$ cat src/rtl/exu_pkg.sv
package exu_pkg;

  localparam int INSTR_W = 16;
  localparam int RIDX_W  = 3;
  localparam int IMM_W   = 3;

  typedef enum logic [1:0] {
    CLS_ALU    = 2'b00,
    CLS_LOAD   = 2'b01,
    CLS_STORE  = 2'b10,
    CLS_BRANCH = 2'b11
  } instr_class_e;

  typedef enum logic [1:0] {
    OP_ADD = 2'b00,
    OP_SUB = 2'b01,
    OP_AND = 2'b10,
    OP_OR  = 2'b11
  } alu_op_e;

  typedef struct packed {
    logic n;
    logic z;
    logic c;
    logic v;
  } flags_t;

  // bit layout follows the word, top field first
  typedef struct packed {
    instr_class_e        cls;
    logic [RIDX_W-1:0]   rd;
    logic                flag_wr;
    logic                rsvd;
    alu_op_e             op;
    logic                use_imm;
    logic [RIDX_W-1:0]   rs1;
    logic [RIDX_W-1:0]   rs2;
  } instr_fields_t;

endpackage

$ cat src/rtl/exu_decode.sv
module exu_decode
  import exu_pkg::*;
(
  input  logic [INSTR_W-1:0] instr_i,
  input  logic               valid_i,
  output instr_fields_t      fields_o,
  output logic               is_mem_o,
  output logic               rd_we_o,
  output logic               mem_rd_o,
  output logic               mem_wr_o,
  output logic               flag_upd_o
);

  instr_fields_t f;
  logic          unused_rsvd;

  assign f           = instr_fields_t'(instr_i);
  assign fields_o    = f;
  assign unused_rsvd = f.rsvd;

  always_comb begin
    is_mem_o   = 1'b0;
    rd_we_o    = 1'b0;
    mem_rd_o   = 1'b0;
    mem_wr_o   = 1'b0;
    flag_upd_o = 1'b0;
    unique case (f.cls)
      CLS_ALU: begin
        rd_we_o    = valid_i;
        flag_upd_o = valid_i & f.flag_wr;
      end
      CLS_LOAD: begin
        is_mem_o = 1'b1;
        rd_we_o  = valid_i;
        mem_rd_o = valid_i;
      end
      CLS_STORE: begin
        is_mem_o = 1'b1;
        mem_wr_o = valid_i;
      end
      default: ;
    endcase
  end


  always_comb begin
    if (mem_rd_o || mem_wr_o) begin
      mem_strobe_excl_chk: assert (!(mem_rd_o && mem_wr_o));
    end
  end

endmodule

$ cat src/rtl/exu_operand.sv
module exu_operand
  import exu_pkg::*;
#(
  parameter int DATA_W = 16
) (
  input  logic [DATA_W-1:0] reg_val_i,
  input  logic [IMM_W-1:0]  imm_i,
  input  logic              use_imm_i,
  output logic [DATA_W-1:0] op_b_o
);

  localparam int PAD_W = DATA_W - IMM_W;

  function automatic logic [DATA_W-1:0] zext_imm(input logic [IMM_W-1:0] v);
    return {{PAD_W{1'b0}}, v};
  endfunction

  assign op_b_o = use_imm_i ? zext_imm(imm_i) : reg_val_i;


  always_comb begin
    if (use_imm_i) begin
      imm_range_chk: assert (op_b_o < (DATA_W'(1) << IMM_W));
    end
  end

endmodule

$ cat src/rtl/exu_alu.sv
module exu_alu
  import exu_pkg::*;
#(
  parameter int DATA_W = 16
) (
  input  logic [DATA_W-1:0] a_i,
  input  logic [DATA_W-1:0] b_i,
  input  alu_op_e           op_i,
  output logic [DATA_W-1:0] res_o,
  output flags_t            flags_o
);

  localparam int MSB = DATA_W - 1;

  function automatic logic [DATA_W:0] wide_add(
    input logic [DATA_W-1:0] x,
    input logic [DATA_W-1:0] y,
    input logic              cin
  );
    return {1'b0, x} + {1'b0, y} + {{DATA_W{1'b0}}, cin};
  endfunction

  function automatic logic signed_ovf(input logic sx, input logic sy, input logic sr);
    return (sx == sy) && (sr != sx);
  endfunction

  logic              arith;
  logic              do_sub;
  logic [DATA_W-1:0] b_eff;
  logic [DATA_W:0]   sum_full;

  always_comb begin
    do_sub   = (op_i == OP_SUB);
    arith    = (op_i == OP_ADD) || do_sub;
    b_eff    = do_sub ? ~b_i : b_i;
    sum_full = wide_add(a_i, b_eff, do_sub);
    unique case (op_i)
      OP_AND:  res_o = a_i & b_i;
      OP_OR:   res_o = a_i | b_i;
      default: res_o = sum_full[DATA_W-1:0];
    endcase
    flags_o.n = res_o[MSB];
    flags_o.z = ~|res_o;
    flags_o.c = arith & sum_full[DATA_W];
    flags_o.v = arith & signed_ovf(a_i[MSB], b_eff[MSB], res_o[MSB]);
  end


  always_comb begin
    if (op_i == OP_SUB) begin
      sub_inverse_chk: assert (DATA_W'(res_o + b_i) == a_i);
    end
    if (op_i == OP_ADD) begin
      add_inverse_chk: assert (DATA_W'(res_o - b_i) == a_i);
    end
  end

endmodule

$ cat src/rtl/exu_psr.sv
module exu_psr
  import exu_pkg::*;
(
  input  logic   clk,
  input  logic   rst_n,
  input  logic   upd_i,
  input  flags_t flags_i,
  output flags_t psr_o
);

  flags_t psr_q;

  always_ff @(posedge clk or negedge rst_n) begin
    if (!rst_n) psr_q <= '0;
    else if (upd_i) psr_q <= flags_i;
  end

  assign psr_o = psr_q;


  psr_hold_chk: assert property (@(posedge clk) disable iff (!rst_n)
    !upd_i |=> $stable(psr_q));


  psr_take_chk: assert property (@(posedge clk) disable iff (!rst_n)
    upd_i |=> (psr_q == $past(flags_i)));

endmodule

$ cat src/rtl/exu_core.sv
module exu_core
  import exu_pkg::*;
#(
  parameter int DATA_W = 16
) (
  input  logic              clk,
  input  logic              rst_n,
  input  logic              instr_valid_i,
  input  logic [15:0]       instr_i,
  input  logic [DATA_W-1:0] rs1_val_i,
  input  logic [DATA_W-1:0] rs2_val_i,
  input  logic [DATA_W-1:0] store_val_i,
  output logic [2:0]        rs1_idx_o,
  output logic [2:0]        rs2_idx_o,
  output logic [2:0]        rd_idx_o,
  output logic              rd_we_o,
  output logic [DATA_W-1:0] result_o,
  output logic              mem_rd_o,
  output logic              mem_wr_o,
  output logic [DATA_W-1:0] mem_addr_o,
  output logic [DATA_W-1:0] mem_wdata_o,
  output logic [3:0]        psr_o
);

  instr_fields_t     fields;
  logic              is_mem;
  logic              flag_upd;
  logic [DATA_W-1:0] op_b;
  logic [DATA_W-1:0] alu_res;
  alu_op_e           op_eff;
  flags_t            flags_nxt;
  flags_t            psr_q;

  exu_decode u_decode (
    .instr_i    (instr_i),
    .valid_i    (instr_valid_i),
    .fields_o   (fields),
    .is_mem_o   (is_mem),
    .rd_we_o    (rd_we_o),
    .mem_rd_o   (mem_rd_o),
    .mem_wr_o   (mem_wr_o),
    .flag_upd_o (flag_upd)
  );

  exu_operand #(.DATA_W(DATA_W)) u_operand (
    .reg_val_i (rs2_val_i),
    .imm_i     (fields.rs2),
    .use_imm_i (fields.use_imm),
    .op_b_o    (op_b)
  );

  // memory classes always form base plus offset
  assign op_eff = is_mem ? OP_ADD : fields.op;

  exu_alu #(.DATA_W(DATA_W)) u_alu (
    .a_i     (rs1_val_i),
    .b_i     (op_b),
    .op_i    (op_eff),
    .res_o   (alu_res),
    .flags_o (flags_nxt)
  );

  exu_psr u_psr (
    .clk     (clk),
    .rst_n   (rst_n),
    .upd_i   (flag_upd),
    .flags_i (flags_nxt),
    .psr_o   (psr_q)
  );

  assign rs1_idx_o   = fields.rs1;
  assign rs2_idx_o   = fields.rs2;
  assign rd_idx_o    = fields.rd;
  assign result_o    = alu_res;
  assign mem_addr_o  = alu_res;
  assign mem_wdata_o = store_val_i;
  assign psr_o       = psr_q;


  we_class_chk: assert property (@(posedge clk) disable iff (!rst_n)
    rd_we_o |-> (instr_valid_i && !instr_i[15]));


  store_no_we_chk: assert property (@(posedge clk) disable iff (!rst_n)
    mem_wr_o |-> !rd_we_o);


  addr_sum_chk: assert property (@(posedge clk) disable iff (!rst_n)
    (mem_rd_o || mem_wr_o) |-> (mem_addr_o == DATA_W'(rs1_val_i + op_b)));


  branch_quiet_chk: assert property (@(posedge clk) disable iff (!rst_n)
    (instr_i[15:14] == 2'b11) |-> (!rd_we_o && !mem_rd_o && !mem_wr_o && !flag_upd));

endmodule

$ cat config.mk
export PLATFORM = sky130hd
export DESIGN_NAME = exu_core
export DESIGN_NICKNAME = d
export VERILOG_FILES = /design/src/rtl/exu_pkg.sv /design/src/rtl/exu_decode.sv /design/src/rtl/exu_operand.sv /design/src/rtl/exu_alu.sv /design/src/rtl/exu_psr.sv /design/src/rtl/exu_core.sv
export SDC_FILE = /design/constraint.sdc
export NUM_CORES = 1
export LEC_CHECK = 0
export BUFFER_PORTS_ARGS = -buffer_cell sky130_fd_sc_hd__buf_4
export CORE_MARGIN = 3
export CORE_UTILIZATION = 30
export CTS_BUF_LIST = sky130_fd_sc_hd__clkbuf_8
export CTS_CLUSTER_SIZE = 40
export DETAILED_ROUTE_END_ITERATION = 7
export PLACE_DENSITY = 0.7
export SETUP_SLACK_MARGIN = 0.5
export SYNTH_ARGS = -nofsm -noshare
export SYNTH_HDL_FRONTEND = slang
export SYNTH_HIERARCHICAL = 1
export SYNTH_SLANG_ARGS = --single-unit
$ cat constraint.sdc
create_clock -name clk -period 9.1 [get_ports clk]
set_input_delay 2.275 -clock clk [delete_from_list [all_inputs] [get_ports clk]]
set_output_delay 2.275 -clock clk [all_outputs]
set_load 0.01 [all_outputs]
# Yosys cells after proc, flatten, opt, wreduce, memory -nomap -nowiden
# Cells that the tools add are included.
# W data, S select, Z words.
# totals
output_inout_bits	64
register_bits	4
input_bits	67
# classes
eq_ne	7
bitwise_logic	6
n_addsub	2
n_reduce_logical	8
n_mux	9
# op_table
op	count
$mux W16	2
$pmux W16 S2	1
$add A16 B16 Y17	1
$add A17 B1 Y17	1
$and A16 B16 Y16	1
$not A16 Y16	1
$or A16 B16 Y16	1
$reduce_or A16 Y1	1
$eq A2 B2 Y1 const B	3
$mux W1	5
$eq A2 B1 Y1 const B	2
$logic_not A2 Y1	2
$reduce_or A2 Y1	2
$and A1 B1 Y1	3
$mux W2	1
$eq A1 B1 Y1	1
$logic_and A1 B1 Y1	1
$logic_not A1 Y1	1
$logic_or A1 B1 Y1	1
$ne A1 B1 Y1	1

# Longest topological paths before layout
# depth
depth_word	12
mapped_depth	20

# By module
# The synthesis kept the hierarchy.
# by_module_without_submodules
module	n_inst	area_per_inst_um2	cells_per_inst
exu_alu	1	1488.9	202
exu_core	1	252.7	34
exu_decode	1	193.9	25
exu_psr	1	145.1	8
exu_operand	1	123.9	17

# Worst setup path after synthesis
# Ideal clock, no wire load.
# synth_timing
path_type	in2out
from	input instr_i[14]
to	output result_o[14]
cell_stages	19
setup_slack_ns	0.305
t_arrival_ns	6.520
path_cell_list	inv_1 -> ha_1 -> nor2b_1 -> clkbuf_8 -> buf_6 -> clkbuf_8 -> nand2b_1 -> clkbuf_1 -> buf_1 -> xnor2_1 -> ha_1 -> a21oi_1 -> o21ai_0 -> or4_1 -> o221ai_1 -> and2b_2 -> nor4_1 -> a211o_2 -> buf_4
# synth_between
elab_chain_len	9
# synth_lines
item	line	source
start: declaration	exu_core.sv:9	input logic [15:0] instr_i,
$eq A2 B1 Y1 or $eq A2 B2 Y1 (tied branches)	exu_decode.sv:27	unique case (f.cls)
$reduce_or A2 Y1 (no line) *	--	
$mux W1 *	exu_decode.sv:27	
net is_mem	exu_core.sv:26	logic is_mem;
$mux W2 *	exu_core.sv:53	assign op_eff = is_mem ? OP_ADD : fields.op;
net op_eff[1]	exu_core.sv:30	alu_op_e op_eff;
$eq A2 B1 Y1	--	
$mux W16	exu_alu.sv:35	b_eff = do_sub ? ~b_i : b_i;
$add A16 B16 Y17	exu_alu.sv:20	return {1'b0, x} + {1'b0, y} + {{DATA_W{1'b0}}, cin};
$add A17 B1 Y17	exu_alu.sv:20	
$pmux W16 S2 *	exu_alu.sv:37	unique case (op_i)
end: declaration	exu_core.sv:17	output logic [DATA_W-1:0] result_o,
# Mark *: on every way through the listed nets, which the timed path passes. The rest lies on a longest branch.

# Worst setup path in the final report
# layout_timing
from	input instr_i[14]
to	output mem_addr_o[14]
# layout_between
elab_chain_len	9
# layout_lines
item	line	source
$eq A2 B1 Y1 or $eq A2 B2 Y1 (tied branches)	exu_decode.sv:27	
$reduce_or A2 Y1 (no line) *	--	
$mux W1 *	exu_decode.sv:27	
net is_mem	exu_core.sv:26	
$mux W2 *	exu_core.sv:53	
net op_eff[0]	exu_core.sv:30	
$eq A2 B1 Y1	--	
$mux W16	exu_alu.sv:35	
$add A16 B16 Y17	exu_alu.sv:20	
$add A17 B1 Y17	exu_alu.sv:20	
$pmux W16 S2 *	exu_alu.sv:37	
end: declaration	exu_core.sv:20	output logic [DATA_W-1:0] mem_addr_o,
# Marked as above.

==> flow_summary.toml <==
[floorplanning]
die_area_um2 = 8310
start_util_pct = 31.5
core_um2 = 6910
die_x_um = 91.1
rows = 30
ios = 131
die_h_um = 91.1

[synth]
syn_nets = 372
synth_area_per_cell_um2 = 7.71
syn_area_um2 = 2170
yosys_warnings = 6
synthCells = 282

[hold_path]
hold_class = "flip-flop to flip-flop"

[cts]
holdBufCountCts = 0
htreeDepth = 1
cts_tree = "yes"
clock-sinks = 4
clk_latency_ns = 0.21
clock-root-buffer = "clkbuf_8"
path_clk_slew_ns = 0.03
cts_buffers = 3
clockBufferDepth = 2

[detailed_routing]
dr.pass1.iters = 4
avgViaCountPerCell = 5.04
wl_mm = 5.86
vias = 2086
drcViolationCount = 0
drtIter0Drc = 107
wl_per_cell_um = 14.2
ant_nets = 0

[grt]
grt_usage_pct = 13.6
grt_max_degree = 43
grt_pass1_wl_mm = 9.68
gr-total-overflow = 0
antenna_found_initial = 0
grt_pass1_vias = 2088

[sta]
skew_ns = 0
rsz0062_at_grt = "no"
setup-violations-final = 0
max_slew_margin_pct = 56.8
worst_pin_slew_ns = 0.641
tns_ns = 0
clock.fmax_ghz = 0.121
maxSlewViolCount = 0
min_period_ns = 8.27
hold_viol = 0
post-route-period-util_pct = 90.9

[worst_setup_path]
worstPathMaxFanout = 9
critPathLaunchType = "input port"
worstSetupPathType = "input port to primary output"
cp.arrival_ns = 6.00
crit_required_ns = 6.83
cp-end-kind = "primary output"

[placement]
hpwl_mm = 4.87
dp.cells = 411
place_congestion = 0.887
portBuffers = 85

[final_layout]
n_antenna_cell = 0
regArea_um2 = 100
final_cell_mix = "buf_4, ha_1, xnor2_1, nand2_1, o21ai_0"
largest_reg_flops = 4
layoutNonFillerInstCount = 414
fill_cells = 779
syn2layout_area_growth_pct = 18.9
layout-drive-gt1-share_pct = 35.2
layout_commonest_cell = "buf_4"
fin_nets = 410
multiInputGateArea_um2 = 1620

[power_and_ir_drop]
switching_power_uw = 161
seqPwrFrac_pct = 6.8
p_per_area_nw_per_um2 = 137
p_leak_uw = 0.00119
p_comb_share_pct = 82.9
power.internal_uw = 194
swShare_pct = 45.3
clkPwrFrac_pct = 10.3
peakVddDrop_uv = 80.4

[flow_run]
max_cap_viol_count = 0

[outcome]
run_status = "finished clean"
[critical path: stages]
cell and delay [ns]:
buf_4 0.08, inv_1 0.05, ha_1 0.31, nor2b_1 0.19, nand2b_2 0.20, buf_4 0.25, xnor2_1 0.14, ha_1 0.35
a21oi_1 0.36, o21ai_0 0.22, or4_1 0.43, o221ai_1 0.26, and2b_2 0.29, nor4_1 0.27, a211o_2 0.18, buf_4 0.12
[per-layer routing]
layer	track usage, %	wire, um
met1	17.2	2590
met2	24.2	2820
met3	2.32	399
met4	2.51	49
met5	0	0
[final cells by class]
cell class / instances / area share (%)
multi-input cells: 211 / 62.6
repair buffers: 88 / 25.6
well taps: 96 / 4.65
flip-flops and latches: 4 / 3.87
inverters: 12 / 1.74
clock buffers: 3 / 1.60
[final timing paths]
| path | to | slack, ns | depth (start not counted) | start |
|---|---|---|---|---|
| hold / removal | u_psr/psr_o[3] | 0.50 | 1 | u_psr/psr_o[3] |
| setup reg to reg | u_psr/psr_o[0] | 8.35 | 1 | u_psr/psr_o[0] |
| min in group asynchronous | u_psr/psr_o[0] | 1.85 | 1 | rst_n |
| hold reg to reg | u_psr/psr_o[3] | 0.50 | 1 | u_psr/psr_o[3] |
| max in group asynchronous | u_psr/psr_o[3] | 7.15 | 1 | rst_n |
| setup / recovery | mem_addr_o[14] | 0.83 | 16 | instr_i[14] |
[stage by stage]
step                power, uW  hold WS [ns]  util [%]  setup slack [ns]  instance area (um2)
floorplan                 241         0.551         -             0.503                 2180
global placement          313         0.498      36.8             0.809                 2540
detailed placement        320         0.497      36.8             0.765                 2540
CTS                       359         0.504      37.4             0.752                 2580
global route              387         0.533      37.4             0.597                 2580
finish                    355         0.500      37.4             0.828                 2580
[power groups by stage]
stage,Sequential (uW),Clock (uW),Combinational (uW)
after floorplan,26.5,0,214
after global placement,24.6,0,289
after detailed placement,24.5,0,296
after CTS,24.4,37.7,297
after global routing,25.1,39.1,323
final,24.3,36.4,294
[timing repair]
item	4_1_cts	5_1_grt
buffers inserted	0	0
gates resized for setup	0	2
endpoints found under the setup margin	0	4
Power figures use the tool's default switching activity.
